===== src/rtl/dts_pkg.sv =====
// Shared types for the DMA transaction sequencer.
// Assumes: one sequencer instance per channel; nothing here holds state.
package dts_pkg;

    // Channel sequencing states
    typedef enum logic [2:0] {
        S_IDLE,   // waiting for enable
        S_BOUND,  // between transactions: decide next step
        S_RUN,    // beats of one transaction in progress
        S_PAUSE,  // suspended at a boundary, nothing in flight
        S_DONE,   // block finished, waiting for enable to drop
        S_FAULT   // illegal burst code, waiting for enable to drop
    } seq_state_t;

endpackage


===== src/rtl/dts_msize_dec.sv =====
// Burst-length decoder: maps the burst code to a beat count.
// Code 0 means one beat; code i (i>0) means 2^(i+1) beats.
// Codes at or above LEGAL_CODES are flagged illegal and give length 0.
// Assumes: LEGAL_CODES is a power of two no larger than 2^CODE_W.
module dts_msize_dec #(
    parameter int CODE_W      = 3,
    parameter int LEGAL_CODES = 4,
    parameter int LEN_W       = 5
) (
    input  logic [CODE_W-1:0] code,
    output logic              legal,
    output logic [LEN_W-1:0]  len
);
    localparam int IDX_W = (LEGAL_CODES > 1) ? $clog2(LEGAL_CODES) : 1;

    logic [LEN_W-1:0] len_tab [LEGAL_CODES];

    // One table entry per legal code
    for (genvar i = 0; i < LEGAL_CODES; i++) begin : g_tab
        if (i == 0) begin : g_single
            assign len_tab[i] = LEN_W'(1);
        end else begin : g_burst
            assign len_tab[i] = LEN_W'(1) << (i + 1);
        end
    end

    // Legality check and lookup
    assign legal = ({1'b0, code} < (CODE_W+1)'(LEGAL_CODES));
    assign len   = legal ? len_tab[code[IDX_W-1:0]] : '0;

endmodule


===== src/rtl/dts_beat_ctl.sv =====
// Beat engine: while active, runs the read half and then the write half of each beat.
// beat_done marks the cycle in which a write is accepted.
// Assumes: the acknowledges are acted on only while the matching request is high.
module dts_beat_ctl (
    input  logic clk,
    input  logic rst_n,
    input  logic active,
    input  logic rd_ack,
    input  logic wr_ack,
    output logic rd_req,
    output logic wr_req,
    output logic beat_done
);
    logic wr_phase;

    // Move from the read half to the write half of a beat and back
    always_ff @(posedge clk) begin
        if (!rst_n)                     wr_phase <= 1'b0;
        else if (!active)               wr_phase <= 1'b0;
        else if (!wr_phase && rd_ack)   wr_phase <= 1'b1;
        else if (wr_phase && wr_ack)    wr_phase <= 1'b0;
    end

    // Request strobes follow the current phase
    assign rd_req    = active && !wr_phase;
    assign wr_req    = active &&  wr_phase;
    assign beat_done = wr_req && wr_ack;

endmodule


===== src/rtl/dts_item_cnt.sv =====
// Item counter: cleared when a block starts, incremented once per accepted write.
// Assumes: clear and inc are never high in the same cycle.
module dts_item_cnt #(
    parameter int CNT_W = 16
) (
    input  logic             clk,
    input  logic             rst_n,
    input  logic             clear,
    input  logic             inc,
    output logic [CNT_W-1:0] count
);
    // Running item total
    always_ff @(posedge clk) begin
        if (!rst_n || clear) count <= '0;
        else if (inc)        count <= count + 1'b1;
    end

endmodule


===== src/rtl/dma_txn_seq.sv =====
// DMA channel transaction sequencer.
// Divides a block of block_ts items into transactions of the decoded burst length.
// Once fewer items remain than a full burst, it sends the rest as single beats.
// It pauses only at transaction boundaries.
// Assumes: ch_en stays high from block start until block_done or cfg_err;
// msize_code and block_ts are sampled only when a block starts.
module dma_txn_seq #(
    parameter int CNT_W       = 16,
    parameter int CODE_W      = 3,
    parameter int LEGAL_CODES = 4,
    parameter int LEN_W       = 5
) (
    input  logic              clk,
    input  logic              rst_n,
    input  logic              ch_en,
    input  logic              suspend,
    input  logic [CODE_W-1:0] msize_code,
    input  logic [CNT_W-1:0]  block_ts,
    input  logic              rd_ack,
    input  logic              wr_ack,
    output logic              rd_req,
    output logic              wr_req,
    output logic              txn_start,
    output logic              txn_end,
    output logic              txn_burst,
    output logic              drained,
    output logic              block_done,
    output logic              cfg_err,
    output logic [CNT_W-1:0]  xfer_cnt
);
    import dts_pkg::*;

    seq_state_t       state;
    logic [CNT_W-1:0] total_q;
    logic [LEN_W-1:0] burst_q;
    logic [LEN_W-1:0] beats_left_q;
    logic             burst_flag_q;
    logic             start_q;
    logic             end_q;
    logic             done_q;

    logic             code_ok;
    logic [LEN_W-1:0] code_len;
    logic [CNT_W-1:0] remaining;
    logic [LEN_W-1:0] next_len;
    logic             beat_done;
    logic             cnt_clear;

    dts_msize_dec #(
        .CODE_W     (CODE_W),
        .LEGAL_CODES(LEGAL_CODES),
        .LEN_W      (LEN_W)
    ) u_dec (
        .code (msize_code),
        .legal(code_ok),
        .len  (code_len)
    );

    dts_beat_ctl u_beat (
        .clk      (clk),
        .rst_n    (rst_n),
        .active   (state == S_RUN),
        .rd_ack   (rd_ack),
        .wr_ack   (wr_ack),
        .rd_req   (rd_req),
        .wr_req   (wr_req),
        .beat_done(beat_done)
    );

    dts_item_cnt #(.CNT_W(CNT_W)) u_cnt (
        .clk  (clk),
        .rst_n(rst_n),
        .clear(cnt_clear),
        .inc  (beat_done),
        .count(xfer_cnt)
    );

    // Items left in the block, and the length of the next transaction
    assign remaining = total_q - xfer_cnt;
    assign next_len  = (remaining >= CNT_W'(burst_q)) ? burst_q : LEN_W'(1);
    assign cnt_clear = (state == S_IDLE) && ch_en && code_ok;

    // Channel state machine with its registered markers
    always_ff @(posedge clk) begin
        if (!rst_n) begin
            state        <= S_IDLE;
            total_q      <= '0;
            burst_q      <= '0;
            beats_left_q <= '0;
            burst_flag_q <= 1'b0;
            start_q      <= 1'b0;
            end_q        <= 1'b0;
            done_q       <= 1'b0;
        end else begin
            start_q <= 1'b0;
            end_q   <= 1'b0;
            done_q  <= 1'b0;
            unique case (state)
                S_IDLE: begin
                    if (ch_en) begin
                        if (!code_ok) begin
                            state <= S_FAULT;
                        end else begin
                            total_q <= block_ts;
                            burst_q <= code_len;
                            state   <= S_BOUND;
                        end
                    end
                end
                S_BOUND: begin
                    if (remaining == '0) begin
                        done_q <= 1'b1;
                        state  <= S_DONE;
                    end else if (suspend) begin
                        state <= S_PAUSE;
                    end else begin
                        beats_left_q <= next_len;
                        burst_flag_q <= (next_len != LEN_W'(1));
                        start_q      <= 1'b1;
                        state        <= S_RUN;
                    end
                end
                S_RUN: begin
                    if (beat_done) begin
                        beats_left_q <= beats_left_q - 1'b1;
                        if (beats_left_q == LEN_W'(1)) begin
                            end_q        <= 1'b1;
                            burst_flag_q <= 1'b0;
                            state        <= S_BOUND;
                        end
                    end
                end
                S_PAUSE: begin
                    if (!suspend) state <= S_BOUND;
                end
                S_DONE, S_FAULT: begin
                    if (!ch_en) state <= S_IDLE;
                end
                default: state <= S_IDLE;
            endcase
        end
    end

    // Status outputs
    assign txn_start  = start_q;
    assign txn_end    = end_q;
    assign txn_burst  = burst_flag_q;
    assign block_done = done_q;
    assign drained    = (state == S_PAUSE);
    assign cfg_err    = (state == S_FAULT);

endmodule


===== config.mk =====
export PLATFORM = sky130hd
export DESIGN_NAME = dma_txn_seq
export DESIGN_NICKNAME = d
export VERILOG_FILES = /design/src/rtl/dts_pkg.sv /design/src/rtl/dts_msize_dec.sv /design/src/rtl/dts_beat_ctl.sv /design/src/rtl/dts_item_cnt.sv /design/src/rtl/dma_txn_seq.sv
export SDC_FILE = /design/constraint.sdc
export NUM_CORES = 1
export LEC_CHECK = 0
export BUFFER_PORTS_ARGS = -buffer_cell sky130_fd_sc_hd__buf_2
export CAP_MARGIN = 5
export CORE_MARGIN = 2
export CORE_UTILIZATION = 30
export DETAILED_ROUTE_END_ITERATION = 10
export GPL_TIMING_DRIVEN = 0
export MAX_ROUTING_LAYER = met4
export SLEW_MARGIN = 20
export SYNTH_ARGS = -nofsm -noshare
export SYNTH_HDL_FRONTEND = slang
export SYNTH_SLANG_ARGS = --single-unit
export TNS_END_PERCENT = 100

===== constraint.sdc =====
create_clock -name clk -period 3.1 [get_ports clk]
set_input_delay 0.465 -clock clk [delete_from_list [all_inputs] [get_ports clk]]
set_output_delay 0.465 -clock clk [all_outputs]
set_load 0.1 [all_outputs]

# Word level (Yosys, flattened, before mapping)
# Index checks and enable logic that the tools add are counted.
# Widths: inputs -> output; s select.
[word_totals]
register_bits = 50
elab_cells = 83
[classes]
addsub = 3
order_cmp = 3
eq_ne = 14
mux = 27
bitwise = 3
reduce_logical = 23
[ops]
columns = ["op", "count"]
rows = [
  ["$mux 5", 6],
  ["$mux 3", 7],
  ["$add 16x1->16 const B", 1],
  ["$ge 16x5->1", 1],
  ["$logic_not 16->1", 1],
  ["$sub 16x16->16", 1],
  ["$pmux 3 s5", 1],
  ["$ne 2x2->1 const B", 7],
  ["$bmux 5 s2", 1],
  ["$mux 1", 10],
  ["$pmux 5 s2", 1],
  ["$reduce_and 5->1", 2],
  ["$logic_and 1x1->1", 7],
  ["$eq 3x2->1 const B", 2],
  ["$eq 3x3->1 const B", 2],
  ["$reduce_and 3->1", 2],
  ["$eq 5x1->1 const B", 1],
  ["$ne 5x1->1 const B", 1],
  ["$sub 5x1->5 const B", 1],
  ["$reduce_and 2->1", 2],
  ["$reduce_and 4->1", 1],
  ["$reduce_bool 2->1", 2],
  ["$eq 3x1->1 const B", 1],
  ["$ge 3x3->1 const B", 1],
  ["other kinds (9)", 11],
]

# Longest topological paths before layout
[logic_depth]
depth_word = 7
depth_mapped = 14

# Cells and area by module
# Synthesis repeated with hierarchy kept, for this count alone.
[hier_totals]
hier_cells = 452
area_unflattened_um2 = 3509.6
[modules_own_cells]
columns = ["mod", "n_inst", "cells_per_inst", "area_each_um2", "seq_area_each_um2"]
rows = [
  ["dma_txn_seq", 1, 359, 2681.3, 660.6],
  ["dts_item_cnt", 1, 79, 720.7, 320.3],
  ["dts_beat_ctl", 1, 7, 63.8, 20.0],
  ["dts_msize_dec", 1, 7, 43.8, 0.0],
]

# Least setup slack after synthesis
# OpenSTA, ideal clock, no wires.
[synth_timing]
path_kind = "reg-to-reg"
from = "register u_cnt.count[4]"
to = "register beats_left_q[0]"
arrival_ps = 3812
t_required_ps = 3033
path_slack_ps = -780
stages_incl_launch_ff = 12
period_less_slack_ps = 3880
path_cell_list = "dfxtp_1 -> inv_1 -> ha_1 -> a21o_1 -> a21oi_2 -> a21oi_2 -> or4_4 -> a221oi_2 -> nand4_2 -> or3_4 -> a31o_1 -> a21oi_2"
[synth_between]
elab_chain_len = 6
elab_cells_between_ends = 9
classes_between = "add/sub: 1; order compare: 1; eq/ne: 1; mux: 4; reduce/logical: 2"
[synth_rtl]
columns = ["element", "line_no", "text"]
rows = [
  ["from (decl)", "dts_item_cnt.sv:10", "output logic [CNT_W-1:0] count"],
  ["from (signal assigned)", "dts_item_cnt.sv:15", "else if (inc) count <= count + 1'b1;"],
  ["$sub 16x16->16 (*)", "dma_txn_seq.sv:79", "assign remaining = total_q - xfer_cnt;"],
  ["$ge 16x5->1", "dma_txn_seq.sv:80", "assign next_len = (remaining >= CNT_W'(burst_q)) ? burst_q : LEN_W'(1);"],
  ["$mux 5", "dma_txn_seq.sv:80", ""],
  ["$mux 5", "dma_txn_seq.sv:114", "end else if (suspend) begin"],
  ["$mux 5", "dma_txn_seq.sv:111", "if (remaining == '0) begin"],
  ["$pmux 5 s2", "dma_txn_seq.sv:98", "unique case (state)"],
  ["to (signal assigned)", "dma_txn_seq.sv:117", "beats_left_q <= next_len;"],
  ["to (signal assigned)", "dma_txn_seq.sv:125", "beats_left_q <= beats_left_q - 1'b1;"],
  ["to (decl)", "dma_txn_seq.sv:36", "logic [LEN_W-1:0] beats_left_q;"],
]
# Mark *: on every way between the ends. The rest lies on a longest branch, timed or not. The select of a mux whose other input is x is not followed.
# A chain may end at the register's enable or synchronous reset.

# Final worst setup path
[layout_timing]
from = "register total_q[0]"
to = "register beats_left_q[0]"
[layout_between]
elab_chain_len = 6
elab_cells_between_ends = 9
classes_between = "add/sub: 1; order compare: 1; eq/ne: 1; mux: 4; reduce/logical: 2"
[layout_rtl]
columns = ["element", "line_no", "text"]
rows = [
  ["from (decl)", "dma_txn_seq.sv:34", "logic [CNT_W-1:0] total_q;"],
  ["from (signal assigned)", "dma_txn_seq.sv:104", "total_q <= block_ts;"],
  ["$sub 16x16->16 (*)", "dma_txn_seq.sv:79", ""],
  ["$ge 16x5->1", "dma_txn_seq.sv:80", ""],
  ["$mux 5", "dma_txn_seq.sv:80", ""],
  ["$mux 5", "dma_txn_seq.sv:114", ""],
  ["$mux 5", "dma_txn_seq.sv:111", ""],
  ["$pmux 5 s2", "dma_txn_seq.sv:98", ""],
]
# Marked as above.

==> reports/results.ini <==
[run_status]
status=complete, no violations

[detailed_routing]
drt_wl_total_microns=8872
wl_met2_microns=4023
wl_met3_microns=380
drt-met1-wl_microns=4209
routedWlPerCell_microns=14.06
num_vias=3153
drtIter0Drc=167
first_pass_iters=4
top_layer_used=met4
postRouteAntennaNets=0
vias_per_cell=4.997
drc_errors=0

[placement]
portBuffers=48
placed_area_sq_mm=0.003841
hpwl_microns=6930
gp_congestion=0.9046

[critical_path]
worstPathCellList=inv_2 -> ha_4 -> fa_2 -> and2b_4 -> o2111ai_4 -> buf_4 -> a21oi_1 -> mux2i_2 -> a221oi_4 -> nand4_4 -> or3_4 -> a31o_1 -> a21oi_2
critPathMaxStageDelay_ns=0.44
cp-start-kind=flip-flop
timing.rr.end=beats_left_q[0]
crit_fanout=4
worstPathRequired_ns=3.34
critical_path_class=reg2reg
cp-end-kind=flip-flop
rr_startpoint=total_q[0]
cp_slowest_cell=or3_4
rrSetupSlack_ns=0.002
reg2regPathDepth=13
cp.arrival_ns=3.34

[power]
p_leak_nw=1.667
power_w=0.002520
vdd_drop_max_v=0.0002688
powerDensity_mw_per_mm2=618.1

[logic_synthesis]
synthesis.area_sq_mm=0.003251
ys_types=57
yosys-top-cells-count=nand2_1, dfxtp_1, a21oi_1
synth_edf_count=0
synth_cells=427
synth_fp_nets=475
ys_top_cells_by_area=dfxtp_1, ha_1, nand2_1
syn_area_per_cell_sq_um=7.613
yosys_warnings=0
synth_async_sr_flop_share_pct=0
yosysTopAreaCellShare_pct=30.18
synth_top_cell_by_area=dfxtp_1
synth_most_common_cell=nand2_1
synth-main-ff-cell=dfxtp_1
ys_ff_latch=49
synth_seq_area_share_pct=30.18

[sta]
timing.fmax_ghz=0.3227
finalMaxSlewViolations=0
fin_skew_ns=0.003266
fin_crit_sh_pct=99.95
max_slew_margin_pct=57.18
finalSetupViolations=0
hold_violations=0
finalCriticalPeriod_ns=3.098
worst_slew_pin_slew_ns=0.6423
grt_setup_unrepaired=yes

[floorplan]
num_io_pins=49
coreArea_sq_mm=0.01070
rows=38
die_h_microns=108.1
fp.dieW_microns=108.1
start_util_pct=30.39
dieArea_sq_mm=0.01168

[finish]
stdcell_area_sq_mm=0.004078
fillers=1115
nNetsFinal=538
n_antenna_cell=0
postLayoutCoreUtil_pct=38.12
drive_gt1_share_pct=24.85
synthToLayoutAreaGrowth_pct=25.44

[min_path]
holdPathStages=3
hp-class=in2reg
holdPathEnd=total_q[0]
min_from=block_ts[0]

[clocking]
clk-insertion-delay-late_ns=0.30
clock-sinks=49
h-tree-depth=2
path_clk_slew_ns=0.09
clock_path_buffers=2
cts_made_buffers=5
root_buffer=clkbuf_8
cts_tree=done

[flow_run]
drv_cap=0

[grt]
grt_overflow=0
grt_start_max_net_pins=15
antenna_found_initial=0
grt_usage_pct=15.90
grt_pass1_wl_microns=14280
grt_pass1_vias=2964

[where the power goes]
part / internal [W] / total [W] / switching, W / leakage [nW]
combinational: 0.000557 / 0.00140 / 0.000840 / 1.22
clock: 0.000161 / 0.000387 / 0.000227 / 0.0385
sequential: 0.000680 / 0.000736 / 0.0000562 / 0.409
[metal layers]
metal	up-vias	track usage, %
li1	1631	-
met1	1427	20.76
met2	76	25.25
met3	19	2.230
met4	0	5.495
met5	-	-
[area by class of cell]
cell class | count | area (sq um) | share of cell area [%]
well taps | 140 | 175.2 | 4.296
plain buffers | 15 | 93.84 | 2.301
clock inverters | 1 | 7.507 | 0.1841
flip-flops and latches | 49 | 1036 | 25.41
clock buffers | 7 | 76.32 | 1.872
repair buffers | 58 | 319.1 | 7.824
inverters | 31 | 116.4 | 2.854
multi-input cells | 330 | 2253 | 55.26
[kinds of logic after synthesis]
| logic type | share of synthesized area [%] |
|---|---|
| xor+xnor | 5.389 |
| buf+inv | 6.505 |
| fa+ha+maj | 9.084 |
| compound gates | 21.29 |
| flops | 30.18 |
| mux | 1.578 |
| simple gates | 25.98 |
[worst max-delay path, delay by kind of cell (launching register included)]
kind / cells / cell delay [ns]
buf+inv: 2 / 0.22
mux: 1 / 0.12
fa+ha+maj: 2 / 0.49
compound gates: 5 / 0.98
flops: 1 / 0.34
simple gates: 3 / 0.89
[through the flow]
step | std cells | hold WS [ns] | TNS (ns) | setup WS [ns]
floorplan | 427 | 0.4319 | 0 | 0.01155
global placement | 615 | 0.4434 | -0.6053 | -0.1855
detailed placement | 615 | 0.4487 | -0.1974 | -0.1094
CTS | 623 | 0.3762 | -0.0004914 | -0.0004914
global route | 631 | 0.3790 | -0.3028 | -0.1368
finish | 631 | 0.3830 | 0 | 0.001621
[how the worst max path moves through the flow]
stage | start | to | slack (ns) | cells after the start
4_1_cts | total_q[0] | beats_left_q[2] | -0.0005 | 12
6_report | total_q[0] | beats_left_q[0] | 0.002 | 13
5_1_grt | total_q[0] | beats_left_q[0] | -0.14 | 13
3_3_place_gp | u_cnt.count[4] | beats_left_q[2] | -0.19 | 11
2_1_floorplan | u_cnt.count[0] | beats_left_q[0] | 0.01 | 11
3_5_place_dp | total_q[0] | beats_left_q[2] | -0.11 | 12
[cells in the final DEF (no fill, tap or decap), drive strengths merged, types with 5 or more instances in the layout]
cell type,instances
dfxtp,49
ha,22
a21oi,47
nor2,38
o21ai,11
a21o,11
clkbuf,19
nand3,11
or3,6
o21a,5
nand4,10
buf,60
and2,5
inv,31
nor3,15
and3,6
a221oi,5
xnor2,18
nand2,65
[state kept, by name, summed over array words and instances, names as in the netlist]
name and count:
total_q 16, u_cnt.count 16, beats_left_q 5, burst_q 4
state 3, block_done 1, txn_burst 1, txn_end 1
txn_start 1, u_beat.wr_phase 1
[timing repair]
action,4_1_cts,5_1_grt
pin swaps,4,14
gates cloned,0,0
hold buffers,0,0
gates resized for setup,2,17
endpoints found under the setup margin,5,6
setup buffers,1,9
(Power assumes the default switching activity.)
